File: src/rtl/irq_aggregator.sv
module irq_aggregator #(
  parameter int NCH        = 4,
  parameter int RX_PER_CH  = 2,
  parameter int DW         = 8,
  parameter logic [7:0] VEC_RESET = 8'h00
) (
  input  logic              clk,
  input  logic              rst_n,
  input  logic [NCH*RX_PER_CH-1:0] rx_ready_n,
  input  logic [NCH-1:0]    tx_ready,
  input  logic [2:0]        addr,
  input  logic              wr_en,
  input  logic [DW-1:0]     wdata,
  input  logic              iack,
  output logic [DW-1:0]     rdata,
  output logic              irq
);
  localparam int NRX = NCH * RX_PER_CH;
  localparam logic [2:0] A_RXMASK = 3'd0;
  localparam logic [2:0] A_CTRL   = 3'd1;
  localparam logic [2:0] A_TXEN   = 3'd2;
  localparam logic [2:0] A_VEC    = 3'd3;
  localparam logic [2:0] A_RXST   = 3'd4;
  localparam logic [2:0] A_TXST   = 3'd5;

  logic [NRX-1:0] rx_mask;
  logic [NCH-1:0] tx_en;
  logic [NCH-1:0] tx_pend;
  logic [NCH-1:0] tx_q;
  logic [DW-1:0]  vector_q;
  logic           master_en;
  logic           force_en;

  wire [NRX-1:0] rx_act  = ~rx_ready_n;
  wire [NCH-1:0] tx_rise = tx_ready & ~tx_q;
  wire           wr_txst = wr_en && (addr == A_TXST);
  wire [NCH-1:0] tx_clr  = wr_txst ? wdata[2*NCH-1:NCH] : '0;
  wire           any_src = |(rx_act & rx_mask) | |(tx_pend & tx_en) | force_en;

  always_ff @(posedge clk) tx_q <= tx_ready;

  always_ff @(posedge clk or negedge rst_n) begin
    if (!rst_n) begin
      rx_mask   <= '0;
      tx_en     <= '0;
      master_en <= 1'b0;
      force_en  <= 1'b0;
      vector_q  <= VEC_RESET;
    end else if (wr_en) begin
      case (addr)
        A_RXMASK: rx_mask <= wdata[NRX-1:0];
        A_CTRL:   {force_en, master_en} <= wdata[1:0];
        A_TXEN:   tx_en <= wdata[NCH-1:0];
        A_VEC:    vector_q <= wdata;
        default:  ;
      endcase
    end
  end

  always_ff @(posedge clk or negedge rst_n) begin
    if (!rst_n) tx_pend <= '0;
    else        tx_pend <= (tx_pend & ~tx_clr) | tx_rise;
  end

  always_ff @(posedge clk or negedge rst_n) begin
    if (!rst_n) irq <= 1'b0;
    else        irq <= master_en & any_src;
  end

  always_comb begin
    rdata = '0;
    if (iack) rdata = vector_q;
    else begin
      case (addr)
        A_RXMASK: rdata[NRX-1:0] = rx_mask;
        A_CTRL:   rdata[1:0] = {force_en, master_en};
        A_TXEN:   rdata[NCH-1:0] = tx_en;
        A_VEC:    rdata = vector_q;
        A_RXST:   rdata[NRX-1:0] = rx_act;
        A_TXST: begin
          rdata[NCH-1:0]     = tx_ready;
          rdata[2*NCH-1:NCH] = tx_pend;
        end
        default:  rdata = '0;
      endcase
    end
  end
endmodule

File: config.mk
export PLATFORM = sky130hd
export DESIGN_NAME = irq_aggregator
export DESIGN_NICKNAME = d
export VERILOG_FILES = /design/src/rtl/irq_aggregator.sv
export SDC_FILE = /design/constraint.sdc
export NUM_CORES = 1
export LEC_CHECK = 0
export ABC_AREA = 1
export BUFFER_PORTS_ARGS = -buffer_cell sky130_fd_sc_hd__buf_2
export CORE_UTILIZATION = 59
export DETAILED_ROUTE_END_ITERATION = 10
export PLACE_DENSITY_LB_ADDON = 0.05
export SLEW_MARGIN = 30
export SYNTH_ARGS = -nofsm -noshare
export SYNTH_HDL_FRONTEND = slang
export SYNTH_SLANG_ARGS = --single-unit
File: constraint.sdc
create_clock -name clk -period 1.45 [get_ports clk]
set_input_delay 0.0725 -clock clk [delete_from_list [all_inputs] [get_ports clk]]
set_output_delay 0.0725 -clock clk [all_outputs]
set_load 0.005 [all_outputs]
==> results of run 1 <==
cells by family (layout without fill, tap and decap cells):
kind of cell / after synthesis / after routing
mux: 4 / 4
buf+inv: 36 / 80
simple gates: 126 / 126
flops: 31 / 31
compound gates: 38 / 38
cell type report:
cell class	count	area share
clock inverters	1	0.00239
repair buffers	44	0.122
well taps	31	0.0185
inverters	28	0.0526
clock buffers	7	0.0215
multi-input cells	168	0.422
flip-flops and latches	31	0.361
what timing repair did:
action,in CTS,in global routing
hold endpoints to repair,31,0
setup endpoints to repair,0,1
gates resized for setup,0,1
hold buffers,5,0
Yosys cell counts, drive strengths merged:
master,instances,share of area
nor2,21,0.055
dfxtp,4,0.044
mux2i,4,0.022
nand2,71,0.16
inv,28,0.061
buf,8,0.032
a21boi,4,0.017
o21bai,1,0.0042
dfrtp,27,0.37
a21oi,3,0.0083
nand3,29,0.090
o21ai,30,0.12
nor3,1,0.0028
nand4,4,0.014
report_power, final:
group	switching (mW)	leakage, nW	internal (mW)
clock network	0.287	0.0293	0.189
registers	0.110	0.360	0.996
logic	0.295	0.764	0.228
total	0.692	1.15	1.41
registers in the layout (all words and copies together), names as in the netlist:
signal	cells
tx_pend	4
tx_en	4
master_en	1
force_en	1
irq	1
tx_q	4
rx_mask	8
vector_q	8
path summary, 6_finish.rpt:
path	from	end	slack [ns]	cells after the start
worst max-delay path	tx_en[0]	rdata[0]	0.09	5
worst min-delay path	wdata[4]	tx_pend[0]	0.02	4
worst max register to register	rx_mask[2]	irq	0.45	6
worst min register to register	tx_q[2]	tx_pend[2]	0.41	1
max in group asynchronous	rst_n	rx_mask[5]	0.77	2
min in group asynchronous	rst_n	tx_pend[0]	0.28	2
per-layer routing:
metal	GRT usage	routed length, um	vias to the layer above
met5	0	0	-
li1	-	-	844
met4	0.132	127	0
met3	0.0499	232	13
met2	0.487	2050	75
met1	0.386	1980	802
worst reg2reg max path: stages, from the launching register on:
cell and delay (ns):
dfrtp_1 0.42, nand2_1 0.10, nand2_1 0.06, a21oi_1 0.11, nand2_1 0.08, nor2_1 0.10, nor2_1 0.04
cells in the final DEF, fill, tap and decap left out, types with 2 or more instances in the layout:
master          n
inv_1          26
mux2i_1         4
nand4_1         4
clkbuf_1        2
nand2_4         2
buf_4           4
nor2_2          2
inv_4           2
nand3_1        27
buf_2          35
o21ai_2        16
dfrtp_1        27
nand2_1        67
a21boi_1        4
nor2_1         18
nand2_2         2
o21ai_0        13
dlygate4sd3_1   5
dfxtp_1         4
a21oi_1         3
clkbuf_4        5
through the flow:
stage | util | hold slack [ns] | power [mW] | setup slack, ns
2_1_floorplan | - | -0.223 | 1.44 | 0.494
3_3_place_gp | 0.704 | 0.118 | 1.61 | 0.225
3_5_place_dp | 0.704 | 0.118 | 1.63 | 0.201
4_1_cts | 0.739 | 0.0110 | 2.11 | 0.0774
5_1_grt | 0.739 | 0.0442 | 2.23 | 0.000652
6_report | 0.739 | 0.0181 | 2.10 | 0.0929
==> results.py, run 1 <==
metrics = {
    "status": {
        "run_status": "finished with violations",
        "violations": "design-rule violations",
    },
    "floorplanning": {
        "die_y_um": 57.3,
        "fp.dieW_um": 57.3,
        "boundaryPins": 36,
        "std_cell_rows": 19,
        "start_util": 0.638,
        "die_area_mm2": 0.00329,
        "core_area_mm2": 0.00283,
    },
    "sta": {
        "min_period_ns": 1.36,
        "maxSlewHeadroom": 0.596,
        "max_freq_ghz": 0.737,
        "finalSetupViolations": 0,
        "timing.final.crit_share": 0.936,
        "drv_slew": 0,
        "tns_ns": 0,
        "tightest_slew_ns": 0.606,
        "hold_violations": 0,
        "finClkSkew_ns": 0.00669,
        "grt_setup_unrepaired": "no",
    },
    "clock_network": {
        "clock_tree.root_cell": "clkbuf_4",
        "cts_setup_buffers": 0,
        "numCtsBuffers": 5,
        "clkTransAtPathRegs_ns": 0.09,
        "cts_tree": "built",
        "h-tree-depth": 2,
        "clkLatencyLatePin_ns": 0.33,
        "cts_buffer_depth": 2,
        "cts.sinks": 31,
    },
    "min_path": {
        "hold_path_class": "input port to flop",
    },
    "route": {
        "drcViolationCount": 4,
        "antenna_left": 0,
        "vias": 1734,
        "drt-pass1-iter-count": 7,
        "wl_mm": 4.39,
        "vias_per_cell": 5.59,
        "avgRoutedWirePerCell_um": 14.1,
        "drt_iter0_markers": 79,
    },
    "pwr": {
        "ir_worst_vdd_v": 0.000830,
        "p_leak_nw": 1.15,
        "powerDensity_mw_per_mm2": 1010,
    },
    "setup_path": {
        "cp-start-kind": "flop",
        "crit_type": "flop to primary output",
        "path_cells": "nand4_1, nand3_1, o21bai_1, nand2_1, buf_2",
        "worstPathRequired_ns": 1.38,
        "cp_max_fo": 3,
        "crit_path_top_delay_cell": "dfrtp_1",
        "arrival_ns": 1.28,
        "crit_buf_inv": 1,
        "critPathCaptureType": "primary output",
        "critPathTopFamily": "flip-flops",
        "slowest_delay_ns": 0.43,
    },
    "grt": {
        "grt_pass1_vias": 1607,
        "gr-total-overflow": 0,
        "grt_first_pass_wirelength_mm": 7.33,
        "antenna_found_initial": 0,
        "grt_start_max_net_pins": 28,
        "grt_usage": 0.296,
    },
    "layout": {
        "nets": 305,
        "fillCellCount": 249,
        "seq_area_um2": 756,
        "multiInputGateArea_um2": 882,
        "area_growth_syn_to_layout_pct": 15.9,
        "stdcell_area_mm2": 0.00209,
        "drive_gt1_frac": 0.258,
        "num_antenna_cells": 0,
        "instances_no_fill": 310,
    },
    "synthesis": {
        "synth_cell_types": 24,
        "synthSimpleGateAreaFrac": 0.321,
        "ys_seq_elements": 31,
        "synth.area.mux_share": 0.0222,
        "syn-cell-area_mm2": 0.00181,
        "avgSynthCellArea_um2": 7.68,
        "synthXorXnorAreaFrac": 0,
        "synth_top_family_by_area": "simple AND/OR/NAND/NOR gates",
        "yosysWarnings": 0,
        "syn_inst": 235,
        "seq_area_frac_synth": 0.419,
        "synth_compound_area_frac": 0.146,
        "synthAdderAreaFrac": 0,
        "synth_nets": 262,
    },
    "placed_design": {
        "placed_cells": 297,
        "hpwl_mm": 3.40,
        "place_congestion": 0.938,
        "place_area_mm2": 0.00199,
        "port_buffers": 35,
    },
    "job": {
        "drv_cap": 0,
    },
}
Note: power is estimated with default switching activity, not from simulation.
==> run 2, diff against run 1 <==
--- a/config.mk
+++ b/config.mk
@@ -7,6 +7,7 @@
 export LEC_CHECK = 0
 export ABC_AREA = 1
 export BUFFER_PORTS_ARGS = -buffer_cell sky130_fd_sc_hd__buf_2
+export CORE_ASPECT_RATIO = 1.25
 export CORE_UTILIZATION = 59
 export DETAILED_ROUTE_END_ITERATION = 10
 export PLACE_DENSITY_LB_ADDON = 0.05
==> run 2 against run 1 <==
Against the previous run: the flow now finishes without violations; clock power increased by 20%; highest routed layer unchanged; register-to-register slack got worse by 0.03 ns; sequential share of layout area is 0.55 points lower; global-route usage rose by 1.3 points; routed wire length increased by 0.82%.
==> results.py, run 2 (synthesis gave the netlist of run 1 again) <==
metrics = {
    "status": {
        "run_status": "finished, final reports clean",
    },
    "setup_path": {
        "r2r_end": "irq",
        "slowest_delay_ns": 0.56,
        "r2r_slack_ns": 0.42,
        "rr_startpoint": "rx_mask[1]",
        "critPathCaptureType": "primary output",
        "critPathTopFamily": "buffers and inverters",
        "crit_path_top_delay_cell": "dlygate4sd3_1",
        "worstPathRequired_ns": 1.38,
        "arrival_ns": 1.29,
        "cp-start-kind": "input port",
        "worstRegToRegCells": 7,
        "path_cells": "dlygate4sd3_1, buf_2, nand3_1, nand2_1, o21bai_1, nand2_1, buf_2",
        "crit_type": "input port to primary output",
        "crit_buf_inv": 3,
        "cp_max_fo": 3,
    },
    "route": {
        "drt_iter0_markers": 57,
        "vias": 1677,
        "drcViolationCount": 0,
        "antenna_left": 0,
        "vias_per_cell": 5.31,
        "wl_mm": 4.42,
        "avgRoutedWirePerCell_um": 14.0,
        "drt-pass1-iter-count": 4,
    },
    "layout": {
        "nets": 306,
        "area_growth_syn_to_layout_pct": 17.7,
        "layout_commonest_cell": "nand2_1",
        "instances_no_fill": 316,
        "fillCellCount": 269,
        "mostFrequentLayoutCells": "67 x nand2_1, 35 x buf_2, 27 x nand3_1, 27 x dfrtp_1, 26 x inv_1",
        "num_antenna_cells": 0,
        "drive_gt1_frac": 0.264,
        "reg_top3": "rx_mask x8, vector_q x8",
    },
    "grt": {
        "grt_usage": 0.310,
        "grt_first_pass_wirelength_mm": 7.31,
        "antenna_found_initial": 0,
        "grt_pass1_vias": 1562,
        "gr-usage-met3": 0.0810,
        "global_route.usage.met2": 0.531,
        "grt_busiest_layer": "met2",
        "grt_start_max_net_pins": 28,
        "gr-total-overflow": 0,
        "met1_usage": 0.370,
    },
    "sta": {
        "tns_ns": 0,
        "hold_violations": 0,
        "grt_setup_unrepaired": "no",
        "maxSlewHeadroom": 0.590,
        "fin_ws_ns": 0.0847,
        "max_freq_ghz": 0.732,
        "finClkSkew_ns": 0.00541,
        "min_period_ns": 1.37,
        "drv_slew": 0,
        "timing.final.crit_share": 0.942,
        "finalSetupViolations": 0,
        "tightest_slew_ns": 0.615,
    },
    "job": {
        "drv_cap": 0,
    },
    "floorplanning": {
        "die_y_um": 63.9,
        "std_cell_rows": 22,
        "die_area_mm2": 0.00329,
        "fp.dieW_um": 51.5,
        "core_area_mm2": 0.00292,
        "start_util": 0.619,
        "boundaryPins": 36,
    },
    "clock_network": {
        "cts_tree": "built",
        "clkLatencyLatePin_ns": 0.34,
        "clkTransAtPathRegs_ns": 0.09,
        "clock_tree.root_cell": "clkbuf_4",
        "h-tree-depth": 2,
        "numCtsBuffers": 5,
        "cts_buffer_depth": 2,
        "cts.sinks": 31,
    },
    "pwr": {
        "powerDensity_mw_per_mm2": 1040,
        "combPwrFrac": 0.244,
        "swShare": 0.312,
        "p_sw_mw": 0.688,
        "ir_worst_vdd_v": 0.000813,
        "pwr-share-seq": 0.497,
        "power.share.clock": 0.259,
        "p_leak_nw": 1.17,
        "p_int_mw": 1.52,
    },
    "min_path": {
        "hold_path_class": "input port to flop",
        "holdPathEnd": "tx_pend[1]",
        "worstHoldStart": "wdata[5]",
        "min_path_cells": 4,
    },
    "placed_design": {
        "place_ws_ns": 0.244,
        "port_buffers": 35,
        "place_congestion": 0.990,
        "placed_cells": 301,
        "hpwl_mm": 3.29,
    },
}
## run 2: cell count changes in the layout (fill, tap and decap cells not counted), sizes merged
cell	change
buf	+1
clkbuf	+1
clkinv	-1
## run 2: how the worst max path moves through the flow
stage,start,cells after the start,slack (ns),end
CTS,rx_mask[1],5,0.06,rdata[1]
floorplan,addr[0],8,0.49,rx_mask[5]
global route,rx_mask[1],5,0.02,rdata[1]
detailed placement,addr[0],8,0.24,rdata[7]
global placement,addr[0],8,0.25,rdata[7]
finish,tx_ready[0],7,0.08,rdata[0]
## run 2: what timing repair did
action,CTS,global route
setup buffers,0,2
gates resized for setup,0,1
endpoints found under the setup margin,0,1
endpoints found under the hold margin,31,0
hold buffers,5,0
## run 2: power groups by stage
stage / Sequential (mW) / Combinational, mW / Clock (mW)
after floorplan: 1.08 / 0.359 / 0
after global placement: 1.11 / 0.498 / 0
after detailed placement: 1.11 / 0.509 / 0
after CTS: 1.10 / 0.522 / 0.577
after global routing: 1.11 / 0.608 / 0.619
final: 1.10 / 0.537 / 0.572
## run 2: tightest hold or removal path, delay by kind of cell
kind	cells	cell delay [ns]
AO/OA/AOI/OAI	1	0.07
buffers and inverters	1	0.09
AND/OR/NAND/NOR	2	0.10
## run 2: cell type report
| cell class | count | area, um^2 | area share |
|---|---|---|---|
| Clock buffer | 8 | 68.8 | 0.0324 |
| Inverter | 28 | 110 | 0.0518 |
| Sequential cell | 31 | 756 | 0.356 |
| Timing Repair Buffer | 45 | 263 | 0.124 |
| Tap cell | 36 | 45.0 | 0.0212 |
| Multi-Input combinational cell | 168 | 882 | 0.415 |
## run 2: layer usage
layer	routed length, um	share of wire
met4	102	0.023
met1	1860	0.42
met2	2250	0.51
met3	211	0.048
met5	0	0
## run 2: metrics by stage
| step | hold slack (ns) | util | power [mW] | area [um^2] |
|---|---|---|---|---|
| floorplan | -0.223 | - | 1.44 | 1810 |
| global placement | 0.120 | 0.682 | 1.61 | 1990 |
| detailed placement | 0.121 | 0.682 | 1.62 | 1990 |
| CTS | 0.0210 | 0.723 | 2.20 | 2110 |
| global route | 0.0323 | 0.728 | 2.34 | 2120 |
| finish | 0.0224 | 0.728 | 2.21 | 2120 |
